**src/rtl/llsc_pkg.sv**
```systemverilog
package llsc_pkg;
  typedef enum logic [1:0] {
    OP_LD = 2'b00,
    OP_LL = 2'b01,
    OP_ST = 2'b10,
    OP_SC = 2'b11
  } llsc_op_e;
endpackage

```
**src/rtl/llsc_word_cmp.sv**
```systemverilog
module llsc_word_cmp #(
  parameter int ADDR_W = 32,
  parameter int OFFS_W = 2
) (
  input  logic [ADDR_W-1:0] a_i,
  input  logic [ADDR_W-1:0] b_i,
  output logic              eq_o
);
  localparam int TAG_W = ADDR_W - OFFS_W;
  logic [TAG_W-1:0] a_tag, b_tag;
  assign a_tag = a_i[ADDR_W-1:OFFS_W];
  assign b_tag = b_i[ADDR_W-1:OFFS_W];
  assign eq_o  = (a_tag == b_tag);
endmodule

```
**src/rtl/llsc_resv_reg.sv**
```systemverilog
module llsc_resv_reg #(
  parameter int ADDR_W = 32
) (
  input  logic              clk_i,
  input  logic              rst_ni,
  input  logic              set_i,
  input  logic [ADDR_W-1:0] set_addr_i,
  input  logic              clr_i,
  output logic              valid_o,
  output logic [ADDR_W-1:0] addr_o
);
  always_ff @(posedge clk_i or negedge rst_ni) begin
    if (!rst_ni) begin
      valid_o <= 1'b0;
      addr_o  <= '0;
    end else if (set_i) begin
      valid_o <= 1'b1;
      addr_o  <= set_addr_i;
    end else if (clr_i) begin
      valid_o <= 1'b0;
    end
  end


  set_loads_addr_chk: assert property (@(posedge clk_i) disable iff (!rst_ni)
    set_i |=> (valid_o && addr_o == $past(set_addr_i)));

  clr_drops_chk: assert property (@(posedge clk_i) disable iff (!rst_ni)
    (clr_i && !set_i) |=> !valid_o);
endmodule

```
**src/rtl/llsc_monitor.sv**
```systemverilog
module llsc_monitor
  import llsc_pkg::*;
#(
  parameter int ADDR_W = 32,
  parameter int DATA_W = 32,
  parameter int OFFS_W = 2
) (
  input  logic              clk_i,
  input  logic              rst_ni,
  input  logic              op_valid_i,
  input  logic [1:0]        op_i,
  input  logic [ADDR_W-1:0] addr_i,
  input  logic              snoop_we_i,
  input  logic [ADDR_W-1:0] snoop_addr_i,
  input  logic              flush_i,
  output logic              mem_we_o,
  output logic              sc_resp_o,
  output logic              sc_ok_o,
  output logic [DATA_W-1:0] rd_flag_o
);
  llsc_op_e          op;
  logic              is_ll, is_st, is_sc;
  logic              resv_valid;
  logic [ADDR_W-1:0] resv_addr;
  logic              req_eq_resv, snp_eq_resv, snp_eq_req;
  logic              snp_hit_resv, snp_hit_req, st_hit, sc_ok;
  logic              set, clr;

  assign op    = llsc_op_e'(op_i);
  assign is_ll = op_valid_i && (op == OP_LL);
  assign is_st = op_valid_i && (op == OP_ST);
  assign is_sc = op_valid_i && (op == OP_SC);

  llsc_word_cmp #(.ADDR_W(ADDR_W), .OFFS_W(OFFS_W)) u_cmp_req (
    .a_i(addr_i), .b_i(resv_addr), .eq_o(req_eq_resv));
  llsc_word_cmp #(.ADDR_W(ADDR_W), .OFFS_W(OFFS_W)) u_cmp_snp (
    .a_i(snoop_addr_i), .b_i(resv_addr), .eq_o(snp_eq_resv));
  llsc_word_cmp #(.ADDR_W(ADDR_W), .OFFS_W(OFFS_W)) u_cmp_new (
    .a_i(snoop_addr_i), .b_i(addr_i), .eq_o(snp_eq_req));

  assign snp_hit_resv = snoop_we_i && resv_valid && snp_eq_resv;
  assign snp_hit_req  = snoop_we_i && snp_eq_req;
  assign st_hit       = is_st && resv_valid && req_eq_resv;
  assign sc_ok        = is_sc && resv_valid && req_eq_resv && !snp_hit_resv && !flush_i;

  // a racing write to the new word voids the load-linked at once
  assign set = is_ll && !flush_i && !snp_hit_req;
  assign clr = flush_i || is_sc || is_ll || snp_hit_resv || st_hit;

  llsc_resv_reg #(.ADDR_W(ADDR_W)) u_resv (
    .clk_i     (clk_i),
    .rst_ni    (rst_ni),
    .set_i     (set),
    .set_addr_i(addr_i),
    .clr_i     (clr),
    .valid_o   (resv_valid),
    .addr_o    (resv_addr)
  );

  assign mem_we_o  = is_st || sc_ok;
  assign sc_resp_o = is_sc;
  assign sc_ok_o   = sc_ok;
  assign rd_flag_o = {{(DATA_W-1){1'b0}}, sc_ok};


  no_resv_fail_chk: assert property (@(posedge clk_i) disable iff (!rst_ni)
    (sc_resp_o && !resv_valid) |-> (!sc_ok_o && !mem_we_o));

  sc_clears_chk: assert property (@(posedge clk_i) disable iff (!rst_ni)
    sc_resp_o |=> !resv_valid);

  flush_clears_chk: assert property (@(posedge clk_i) disable iff (!rst_ni)
    flush_i |=> !resv_valid);

  sc_we_gated_chk: assert property (@(posedge clk_i) disable iff (!rst_ni)
    (sc_resp_o && mem_we_o) |-> (sc_ok_o && rd_flag_o[0]));

  ok_only_on_sc_chk: assert property (@(posedge clk_i) disable iff (!rst_ni)
    sc_ok_o |-> sc_resp_o);
endmodule

```
**config.mk**
```make
export PLATFORM = sky130hd
export DESIGN_NAME = llsc_monitor
export DESIGN_NICKNAME = d
export VERILOG_FILES = /design/src/rtl/llsc_pkg.sv /design/src/rtl/llsc_word_cmp.sv /design/src/rtl/llsc_resv_reg.sv /design/src/rtl/llsc_monitor.sv
export SDC_FILE = /design/constraint.sdc
export NUM_CORES = 1
export LEC_CHECK = 0
export ABC_AREA = 1
export BUFFER_PORTS_ARGS = -buffer_cell sky130_fd_sc_hd__buf_2
export CORE_MARGIN = 3
export CORE_UTILIZATION = 45
export CTS_BUF_LIST = sky130_fd_sc_hd__clkbuf_2
export DETAILED_ROUTE_END_ITERATION = 12
export GPL_TIMING_DRIVEN = 0
export HOLD_SLACK_MARGIN = 0.08
export MAX_ROUTING_LAYER = met4
export PLACE_DENSITY = 0.73
export SYNTH_ARGS = -nofsm -noshare
export SYNTH_HDL_FRONTEND = slang
export SYNTH_SLANG_ARGS = --single-unit
```
**constraint.sdc**
```tcl
create_clock -name clk_i -period 1.29 [get_ports clk_i]
set_input_delay 0.0645 -clock clk_i [delete_from_list [all_inputs] [get_ports clk_i]]
set_output_delay 0.0645 -clock clk_i [all_outputs]
set_load 0.02 [all_outputs]
```
### Yosys cells after proc, flatten, opt, wreduce, memory -nomap -nowiden

Index checks and enable logic that the tools add are counted.

| storage, ports and cells | value |
|---|---|
| bits in registers | 33 |
| latch bits | 0 |
| bits in writable memories | 0 |
| ROM bits | 0 |
| bits of input ports | 71 |
| output and inout bits | 35 |
| word-level logic and storage cells | 33 |
| memories kept | 0 |

| operators by class | value |
|---|---|
| $add $sub $neg | 0 |
| $mul | 0 |
| divide/modulo/power cells | 0 |
| $lt $le $gt $ge | 0 |
| equal/unequal tests | 6 |
| shifts and indexed selects | 0 |
| multiplexer cells | 2 |
| bitwise operators | 0 |
| reductions and logical operators | 23 |

Operators by type and width:

| kind | count |
|---|---|
| equality test 30 bit | 3 |
| logical AND 1 bit | 14 |
| logical OR 1 bit | 5 |
| equality test 2 bit (second input constant) | 2 |
| zero test 1 bit | 3 |
| equality test 2 x 1 -> 1 bit (second input constant) | 1 |
| two-way mux 1 bit | 2 |
| nonzero test 2 bit | 1 |

### Depth between registers and ports, before layout

Gate-level depths: netlist of the first run.

| logic depth | value |
|---|---|
| depth after elaboration | 8 |
| gate-level depth with buffers | 13 |
| mapped depth without buffers | 12 |

### Cells and area by module

Synthesis of the first run repeated with hierarchy kept, for this count alone.

| second synthesis, totals | value |
|---|---|
| cells, all modules | 680 |
| area total of the unflattened synthesis | 3,538.4 um2 |

By module, submodules not included:

| module | instances | cells an instance | area each (um2) | sequential area each (um2) |
|---|---|---|---|---|
| llsc_word_cmp | 3 | 162 | 623.1 | 0.0 |
| llsc_resv_reg | 1 | 140 | 1,326.3 | 825.8 |
| llsc_monitor | 1 | 54 | 342.8 | 0.0 |

### Least setup slack after synthesis of the first run

OpenSTA, ideal clock, no wires.

| path | value |
|---|---|
| kind | register -> output |
| start | register u_resv.addr_o[31] |
| end | output port rd_flag_o[0] |
| arrival time | 1.358 ns |
| required time | 1.226 ns |
| path slack | -0.132 ns |
| cell stages (with the launch flop) | 10 |
| path buffers | 1 |
| cells stage by stage | dfrtp_1 -> xor2_1 -> nor2_1 -> nand2_1 -> nor2_1 -> nand2_1 -> nor2_1 -> nand3_1 -> inv_1 -> buf_4 |

| between the ends | value |
|---|---|
| word-level cells in the longest chain between the ends | 5 |
| elaborated cells between the ends (all ways) | 7 |
| classes of those cells | 2 x eq/ne; 5 x reduce/logical |

RTL lines:

| what | RTL line | source |
|---|---|---|
| start: declaration | llsc_resv_reg.sv:10 | `output logic [ADDR_W-1:0] addr_o` |
| start signal: assignment | llsc_resv_reg.sv:18 | `addr_o <= set_addr_i;` |
| equality test 30 bit | llsc_word_cmp.sv:13 | `assign eq_o = (a_tag == b_tag);` |
| logical AND 1 bit | llsc_monitor.sv:41 | `assign snp_hit_resv = snoop_we_i && resv_valid && snp_eq_resv;` |
| zero test 1 bit | llsc_monitor.sv:44 | `assign sc_ok = is_sc && resv_valid && req_eq_resv && !snp_hit_resv && !flush_i;` |
| logical AND 1 bit (*) (2 in series) | llsc_monitor.sv:44 |  |
| end: declaration | llsc_monitor.sv:19 | `output logic [DATA_W-1:0] rd_flag_o` |

Mark *: on every way between the ends. The rest lies on a longest branch, timed or not.

### Worst setup path after layout of the first run

| path | value |
|---|---|
| start | register u_resv.addr_o[14] |
| end | output port rd_flag_o[0] |

Same word-level chain as after synthesis.

==> reports/metrics.sh, run 1 <==
MIN_PATH_TYPE='in2reg'
SYNTH_TOP_FAMILY_BY_AREA='simple AND/OR/NAND/NOR gates'
NNETSFINAL=849
ANTENNA_VIOLATIONS_BEFORE_REPAIR=0
CORE_UM2=7370
FINAL_PERIOD_MINUS_WORST_SETUP_SLACK_NS=2.02
PIN_COUNT=106
SYNTH.YOSYS.SEQ_AREA_SHARE_PCT=22.3
DPL.HPWL_UM=8900
P_SWITCHING_mW=1.69
MAX_CAP_VIOLS=0
FINAL_LAYOUT_SIZE_SUFFIX_GT1_SHARE_PCT=22.5
HTREE_NUM_LEVELS=2
CLOCK_POWER_SHARE_PCT=13.9
NUM_ANTENNA_CELLS=0
CTS_ROOT_BUF='sky130_fd_sc_hd__clkbuf_2'
SYN-MEAN-INSTANCE-AREA_UM2=5.56
SETUP_REPAIR_AFTER_GLOBAL_ROUTING_MISSED_ITS_MARGIN='true'
TIMING.FINAL.CRIT_SHARE_PCT=157
SYNTH_LARGEST_AREA_CELL='sky130_fd_sc_hd__nand2_1'
CRITPATHMAXFANOUT=3
DRT_FIRST_ITER_VIOLATIONS=317
FINALWORSTSETUPSLACK_NS=-0.734
GP_ROUTABILITY_CONGESTION=0.926
FINALSETUPVIOLATIONS=4
FF2FF_SETUP_SLACK_NS=-0.14
GRT_PASS1_VIAS=3899
SYNTHESIS.AREA_UM2=3480
ROUTE.ANTENNA.REMAINING_NETS=0
CRITPATHKIND='reg2out'
MAXSLEWHEADROOM_PCT=46.4
YS.WARNINGS.COUNT=0
PLACEDINSTANCEAREA_UM2=4070
POWER.COMBINATIONAL.FRACTION_PCT=50.0
CHIPHEIGHT_UM=94.0
CLOCK_INSERTION_DELAY_WORST_SKEW_NS=0.39
CTS_SINKS=31
CLOCK.FMAX_MHz=494
CORE.ROWCOUNT=31
CRITPATHMAXSTAGEDELAY_NS=0.44
FAILED_CHECKS='setup timing'
ROUTE.DETAILED.WL_PER_INST_UM=13.0
SLEW_WORST_PIN_NS=0.803
SYNTHTOLAYOUTAREAGROWTH_PCT=33.9
CRITPATHREQUIREDTIME_NS=1.23
ARRIVAL_NS=1.96
POST_DRT_VIA_CELL_RATIO=4.78
SHARE_OF_CELL_AREA_TAKEN_BY_MUXES_AFTER_SYNTHESIS_PCT=0
GRT_USE_TOTAL_PCT=27.0
GRT_PASS1_WL_UM=18000
SYNTH_LARGEST_TYPE_AREA_FRACTION_PCT=32.1
CTS_MADE_BUFFERS=5
CPMAXSTAGEDELAYCELL='sky130_fd_sc_hd__dfrtp_1'
SYNTHESIZED_INSTANCE_COUNT=627
SYNTH-SEQ-CELLS=31
GRT_MAX_DEGREE=32
FINAL-HOLD-VIOLATION-COUNT=0
PATH_CLK_SLEW_NS=0.19
VIAS=4200
POST_SYNTH_FA_HA_MAJ_AREA_FRACTION_PCT=0
FINISH.UTILIZATION_PCT=63.3
LAYOUT_CELL_AREA_EXCL_FILL_UM2=4670
TIMING.CRITICAL_PATH.MAX_DELAY_FAMILY='simple AND/OR/NAND/NOR gates'
SWITCHING_SHARE_PCT=45.2
SUM_OF_OVERFLOW_ACROSS_ALL_LAYERS_AFTER_GLOBAL_ROUTING=0
DRV_SLEW=0
FINALWIRELENGTH_UM=11400
AREA_OF_THE_DIE_UM2=8830
PORT_BUFFER_COUNT=70
WORST-PATH-BUF-INV=4
DRCVIOLATIONCOUNT=0
SYNTH_SIMPLE_GATE_AREA_SHARE_PCT=50.8
CRITPATHMOSTFREQUENTCELL='sky130_fd_sc_hd__nand2_1'
PEAKVDDDROP_V=0.000469
CELLS_TRAVERSED_ALONG_THE_WORST_TIMING_PATH='inv_2, nand2_1, nand2_1, nor2_2, nand2_1, nor2_2, nand2_1, nor2_2, nand3_2, inv_2, buf_6, buf_6'
CRITICAL_PATH.STARTPOINT_TYPE='flip-flop'
START_UTIL_PCT=47.3
TOTAL_LEAKAGE_POWER_nW=2.81
SYNTH_TOP_CELLS_BY_AREA='sky130_fd_sc_hd__nand2_1, sky130_fd_sc_hd__dfrtp_1, sky130_fd_sc_hd__inv_1'
DETAILEDROUTE.FIRSTPASSITERATIONCOUNT=5
END_KIND='output port'
SYNTH_COMPOUND_GATE_AREA_SHARE_PCT=0.359
CTS_TREE='yes'
CTSLONGESTPATHBUFFERS=2
YOSYS.CELL_TYPES.COUNT=27
POWER_PER_CELL_AREA_nW_PER_UM2=802
INTERNAL_POWER_mW=2.05
POWER_mW=3.74
SYNTH_XOR_AREA_SHARE_PCT=5.78
CHIPWIDTH_UM=94.0
OUTCOME='finished, violations left'
SKEW_NS=0.00509
SEQUENTIALPOWERSHARE_PCT=36.0
-- synth_stat cells --
cell                         n
sky130_fd_sc_hd__nand2_2     1
sky130_fd_sc_hd__nand2_8     1
sky130_fd_sc_hd__clkinv_1    2
sky130_fd_sc_hd__nand4_1    20
sky130_fd_sc_hd__buf_1       2
sky130_fd_sc_hd__xnor2_1    15
sky130_fd_sc_hd__nand2_4     1
sky130_fd_sc_hd__xor2_1      8
sky130_fd_sc_hd__nor4_1      1
sky130_fd_sc_hd__nand4_2     1
sky130_fd_sc_hd__a21boi_1    1
sky130_fd_sc_hd__nor2_2      1
sky130_fd_sc_hd__buf_2       1
sky130_fd_sc_hd__inv_1      96
sky130_fd_sc_hd__inv_2       2
sky130_fd_sc_hd__nand3_1    36
sky130_fd_sc_hd__conb_1      1
sky130_fd_sc_hd__buf_4      32
sky130_fd_sc_hd__nand2_1   298
sky130_fd_sc_hd__dfrtp_1    31
sky130_fd_sc_hd__a21oi_1     1
sky130_fd_sc_hd__nor2_1     65
sky130_fd_sc_hd__buf_12      3
sky130_fd_sc_hd__nor2_4      1
sky130_fd_sc_hd__nor3_4      1
sky130_fd_sc_hd__buf_6       3
sky130_fd_sc_hd__nor3_1      2
-- cells in the final DEF, fill, tap and decap left out, types with 2 or more instances in the layout --
master | synthesis | layout
sky130_fd_sc_hd__buf_1 | 2 | 2
sky130_fd_sc_hd__buf_12 | 3 | 3
sky130_fd_sc_hd__buf_2 | 1 | 69
sky130_fd_sc_hd__buf_4 | 32 | 38
sky130_fd_sc_hd__buf_6 | 3 | 9
sky130_fd_sc_hd__clkbuf_2 | 0 | 6
sky130_fd_sc_hd__clkinv_1 | 2 | 4
sky130_fd_sc_hd__conb_1 | 1 | 31
sky130_fd_sc_hd__dfrtp_1 | 31 | 29
sky130_fd_sc_hd__dfrtp_2 | 0 | 2
sky130_fd_sc_hd__dlygate4sd3_1 | 0 | 34
sky130_fd_sc_hd__inv_1 | 96 | 90
sky130_fd_sc_hd__inv_2 | 2 | 8
sky130_fd_sc_hd__nand2_1 | 298 | 284
sky130_fd_sc_hd__nand2_2 | 1 | 12
sky130_fd_sc_hd__nand2_4 | 1 | 4
sky130_fd_sc_hd__nand3_1 | 36 | 35
sky130_fd_sc_hd__nand4_1 | 20 | 20
sky130_fd_sc_hd__nor2_1 | 65 | 48
sky130_fd_sc_hd__nor2_2 | 1 | 16
sky130_fd_sc_hd__nor2_4 | 1 | 3
sky130_fd_sc_hd__xnor2_1 | 15 | 15
sky130_fd_sc_hd__xor2_1 | 8 | 8
-- power by group through the flow --
| stage | clock [mW] | sequential [mW] | combinational, mW |
|---|---|---|---|
| floorplan | 0 | 1.32 | 1.09 |
| global placement | 0 | 1.36 | 1.51 |
| detailed placement | 0 | 1.37 | 1.54 |
| CTS | 0.530 | 1.33 | 1.78 |
| global route | 0.584 | 1.38 | 2.10 |
| finish | 0.522 | 1.35 | 1.87 |
-- logic make-up (layout without fill, tap and decap cells) --
group / count (synthesis) / in the layout
other: 1 / 31
XOR/XNOR: 23 / 23
AND/OR/NAND/NOR: 429 / 429
buffers and inverters: 141 / 263
flip-flops: 31 / 31
AO/OA/AOI/OAI: 2 / 2
-- state kept, by name, summed over array words and instances (netlist names) --
name / count
u_resv.addr_o: 30
u_resv.valid_o: 1
-- worst min-delay path, delay by kind of cell --
kind	cells	cell delay (ns)
and+or+nand+nor	4	0.27
buffers and inverters	1	0.12
-- layout make-up --
class	instances	area [um^2]
Buffer	41	350
Sequential cell	31	778
Tap cell	99	124
Inverter	100	375
Clock buffer	6	30.0
Timing Repair Buffer	114	790
Fill cell	738	2700
Multi-Input combinational cell	485	2210
Clock inverter	2	7.51
-- routing by layer --
layer	routed length, um	part of all wire, %	vias up	GRT usage [%]
met2	5510	48	180	45.6
met1	4830	42	1890	34.4
met3	887	7.8	18	2.64
met4	190	1.7	0	7.70
li1	-	-	2112	-
met5	0	0	-	-
-- path summary, 6_finish.rpt --
path,endpoint,depth (start not counted),start
min reg2reg,u_resv.addr_o[24],2,u_resv.addr_o[24]
min in group asynchronous,u_resv.addr_o[26],2,rst_ni
max,rd_flag_o[0],12,u_resv.addr_o[14]
min,u_resv.addr_o[29],5,flush_i
max in group asynchronous,u_resv.addr_o[12],2,rst_ni
max reg2reg,u_resv.valid_o,11,u_resv.addr_o[15]
-- metrics by stage --
step | TNS (ns) | std cells | hold WS [ns] | setup slack, ns
floorplan | -0.0455 | 657 | -0.231 | -0.0455
global placement | -2.83 | 826 | 0.189 | -0.388
detailed placement | -2.94 | 826 | 0.191 | -0.409
CTS | -2.14 | 878 | 0.0781 | -0.691
global route | -2.69 | 878 | 0.0904 | -0.843
finish | -2.27 | 878 | 0.0814 | -0.734
-- what timing repair did --
action,4_1_cts,5_1_grt
resized for setup,24,28
endpoints found under the setup margin,4,4
pin swaps,29,33
setup buffers,10,0
endpoints found under the hold margin,62,0
hold buffers,34,0
Power figures use the tool's default switching activity.
==> run 2: changes to the inputs <==
--- a/config.mk
+++ b/config.mk
@@ -7,14 +7,16 @@
 export LEC_CHECK = 0
 export ABC_AREA = 1
 export BUFFER_PORTS_ARGS = -buffer_cell sky130_fd_sc_hd__buf_2
+export CELL_PAD_IN_SITES_DETAIL_PLACEMENT = 0
+export CELL_PAD_IN_SITES_GLOBAL_PLACEMENT = 1
 export CORE_MARGIN = 3
-export CORE_UTILIZATION = 45
+export CORE_UTILIZATION = 32
 export CTS_BUF_LIST = sky130_fd_sc_hd__clkbuf_2
 export DETAILED_ROUTE_END_ITERATION = 12
 export GPL_TIMING_DRIVEN = 0
 export HOLD_SLACK_MARGIN = 0.08
 export MAX_ROUTING_LAYER = met4
-export PLACE_DENSITY = 0.73
+export PLACE_DENSITY = 0.79
 export SYNTH_ARGS = -nofsm -noshare
 export SYNTH_HDL_FRONTEND = slang
 export SYNTH_SLANG_ARGS = --single-unit
==> reports/metrics.sh, run 2 (same netlist as run 1, synthesis figures left out) <==
OUTCOME='finished, violations left'  # unchanged
FAILED_CHECKS='setup timing'  # unchanged
CTSLONGESTPATHBUFFERS=2  # unchanged
GP_ROUTABILITY_CONGESTION=0.895  # was 0.926
FINAL_LAYOUT_SIZE_SUFFIX_GT1_SHARE_PCT=22.9  # was 22.5%
REG_TOP3='u_resv.addr_o x30, u_resv.valid_o x1'  # unchanged
POST_DRT_VIA_CELL_RATIO=4.47  # was 4.78
LARGEST-REGISTER='u_resv.addr_o'  # unchanged
HTREE_NUM_LEVELS=2  # unchanged
REG2REG_DEPTH=13  # was 11
ARRIVAL_NS=1.95  # was 1.96 ns
CHIPHEIGHT_UM=110  # was 94.0 um
FINALWIRELENGTH_UM=12400  # was 11400 um
POWER_PER_CELL_AREA_nW_PER_UM2=839  # was 802 nW/um^2
NUM_ANTENNA_CELLS=0  # unchanged
PLACEDCELLCOUNT=863  # was 826
CRITPATHKIND='reg2out'  # unchanged
GRT_PASS1_WL_UM=19000  # was 18000 um
MOSTFREQUENTLAYOUTCELLS='sky130_fd_sc_hd__nand2_1, sky130_fd_sc_hd__inv_1, sky130_fd_sc_hd__buf_2'  # unchanged
RR_STARTPOINT='u_resv.addr_o[3]'  # was u_resv.addr_o[15]
MAX_REG_FLOPS=30  # unchanged
NNETSFINAL=855  # was 849
PATH_CLK_SLEW_NS=0.21  # was 0.19 ns
ANTENNA_VIOLATIONS_BEFORE_REPAIR=0  # unchanged
AREA_OF_THE_DIE_UM2=12200  # was 8830 um^2
VIAS=4113  # was 4200
SEQCELLAREA_UM2=779  # was 778 um^2
END_KIND='output port'  # unchanged
MAX_CAP_VIOLS=0  # unchanged
ROUTE.ANTENNA.REMAINING_NETS=0  # unchanged
NUM-FILL-CELLS=1179  # was 738
LAYOUT_CELL_AREA_EXCL_FILL_UM2=4800  # was 4670 um^2
GRT_PASS1_VIAS=3783  # was 3899
MAXSLEWHEADROOM_PCT=45.1  # was 46.4%
TIMING.FINAL.CRIT_SHARE_PCT=156  # was 157%
SKEW_NS=0.0322  # was 0.00509 ns
FINAL-HOLD-VIOLATION-COUNT=0  # unchanged
LAYOUT_COMMONEST_CELL='sky130_fd_sc_hd__nand2_1'  # unchanged
CRITPATHREQUIREDTIME_NS=1.23  # about the same
TOTAL_LEAKAGE_POWER_nW=2.86  # was 2.81 nW
FIN_WORST_HOLD_SLACK_NS=0.0725  # was 0.0814 ns
DPL.HPWL_UM=9500  # was 8900 um
FINALSETUPVIOLATIONS=4  # unchanged
SLEW_WORST_PIN_NS=0.823  # was 0.803 ns
FF2FF_SETUP_SLACK_NS=-0.59  # was -0.14 ns
GRT_MAX_DEGREE=32  # unchanged
DRT_FIRST_ITER_VIOLATIONS=286  # was 317
ROUTE.DETAILED.WL_PER_INST_UM=13.4  # was 13.0 um
AREA_TAKEN_BY_MULTI_INPUT_LOGIC_GATES_UM2=2210  # about the same
PIN_COUNT=106  # unchanged
CTS_TREE='yes'  # unchanged
MIN_PATH_TYPE='in2reg'  # unchanged
TIMING.RR.END='u_resv.valid_o'  # unchanged
DRCVIOLATIONCOUNT=0  # unchanged
SUM_OF_OVERFLOW_ACROSS_ALL_LAYERS_AFTER_GLOBAL_ROUTING=0  # unchanged
CRITICAL_PATH.STARTPOINT_TYPE='flip-flop'  # unchanged
FINALNONFILLERCELLS=921  # was 878
FINAL_PERIOD_MINUS_WORST_SETUP_SLACK_NS=2.01  # was 2.02 ns
CLOCK_INSERTION_DELAY_WORST_SKEW_NS=0.39  # about the same
CORE.ROWCOUNT=37  # was 31
PEAKVDDDROP_V=0.000499  # was 0.000469 V
CTS_ROOT_BUF='sky130_fd_sc_hd__clkbuf_2'  # unchanged
WORSTHOLDPATHCELLS=5  # unchanged
CORE_UM2=10500  # was 7370 um^2
PLACEDINSTANCEAREA_UM2=4120  # was 4070 um^2
CRITPATHMAXFANOUT=4  # was 3
CLOCK.FMAX_MHz=498  # was 494 MHz
HOLD-PATH-ENDPOINT='u_resv.addr_o[29]'  # unchanged
PORT_BUFFER_COUNT=70  # unchanged
START_UTIL_PCT=33.3  # was 47.3%
CTS_MADE_BUFFERS=5  # unchanged
SETUP_REPAIR_AFTER_GLOBAL_ROUTING_MISSED_ITS_MARGIN='true'  # unchanged
DRV_SLEW=0  # unchanged
HOLD_START='op_i[1]'  # was flush_i
SETUP_TNS_NS=-2.67  # was -2.27 ns
CHIPWIDTH_UM=110  # was 94.0 um
POWER_mW=4.03  # was 3.74 mW
SYNTHTOLAYOUTAREAGROWTH_PCT=37.8  # was 33.9%
FINALWORSTSETUPSLACK_NS=-0.720  # was -0.734 ns
GRT_USE_TOTAL_PCT=21.2  # was 27.0%
DETAILEDROUTE.FIRSTPASSITERATIONCOUNT=6  # was 5
CTS_SINKS=31  # unchanged
==> run 2: cell count changes in the layout (fill, tap and decap cells not counted), sizes merged <==
cell          delta
buf              +7
dlygate4sd3      -2
bufinv           +1
clkbuf           -1
dlymetal6s4s     +1
==> run 2: worst max-delay path: stages (launching register included) <==
cell and delay (ns):
sky130_fd_sc_hd__dfrtp_1 0.47, sky130_fd_sc_hd__xnor2_1 0.19, sky130_fd_sc_hd__nand2_1 0.10, sky130_fd_sc_hd__inv_1 0.07
sky130_fd_sc_hd__nand2_1 0.09, sky130_fd_sc_hd__nor2_4 0.12, sky130_fd_sc_hd__nand2_2 0.08, sky130_fd_sc_hd__nor2_4 0.09
sky130_fd_sc_hd__nand3_2 0.10, sky130_fd_sc_hd__inv_2 0.08, sky130_fd_sc_hd__buf_6 0.09, sky130_fd_sc_hd__buf_6 0.10
==> run 2: layout make-up <==
class | count | share of cell area, %
multi-input combinational | 485 | 46.0
clock buffer | 5 | 0.521
buffer | 41 | 7.45
clock inverter | 3 | 0.808
inverter | 100 | 7.82
timing repair buffer | 120 | 17.6
sequential | 31 | 16.2
tap | 136 | 3.54
==> run 2: through the flow <==
stage	worst slack, ns	util (%)
finish	-0.720	45.9
global placement	-0.428	39.4
global route	-0.872	45.9
detailed placement	-0.444	39.4
CTS	-0.751	44.5
floorplan	-0.0455	-
==> run 2: where the power goes <==
group / switching, mW / total (mW) / internal [mW]
registers: 0.198 / 1.35 / 1.15
logic: 1.12 / 1.95 / 0.830
clock network: 0.407 / 0.727 / 0.319
==> run 2: timing repair <==
action / CTS / global route
setup buffers: 15 / 5
hold endpoints to repair: 62 / 0
pin swaps: 17 / 17
hold buffers: 33 / 0
resized for setup: 19 / 39
cloned: 0 / 0
endpoints found under the setup margin: 4 / 33
==> run 2: worst max-delay path by stage <==
stage,slack (ns),to,start,depth (start not counted)
after floorplan,-0.05,rd_flag_o[0],u_resv.addr_o[29],9
after global placement,-0.43,rd_flag_o[0],u_resv.addr_o[15],12
after detailed placement,-0.44,rd_flag_o[0],u_resv.addr_o[15],12
after CTS,-0.75,rd_flag_o[0],u_resv.addr_o[2],11
after global routing,-0.87,rd_flag_o[0],u_resv.addr_o[3],11
final,-0.72,rd_flag_o[0],u_resv.addr_o[3],11
==> run 2: routing by layer <==
metal,GRT usage [%],routed length [um]
met3,2.74,816
met4,4.31,204
met5,-,0
met2,34.6,5840
met1,28.4,5520
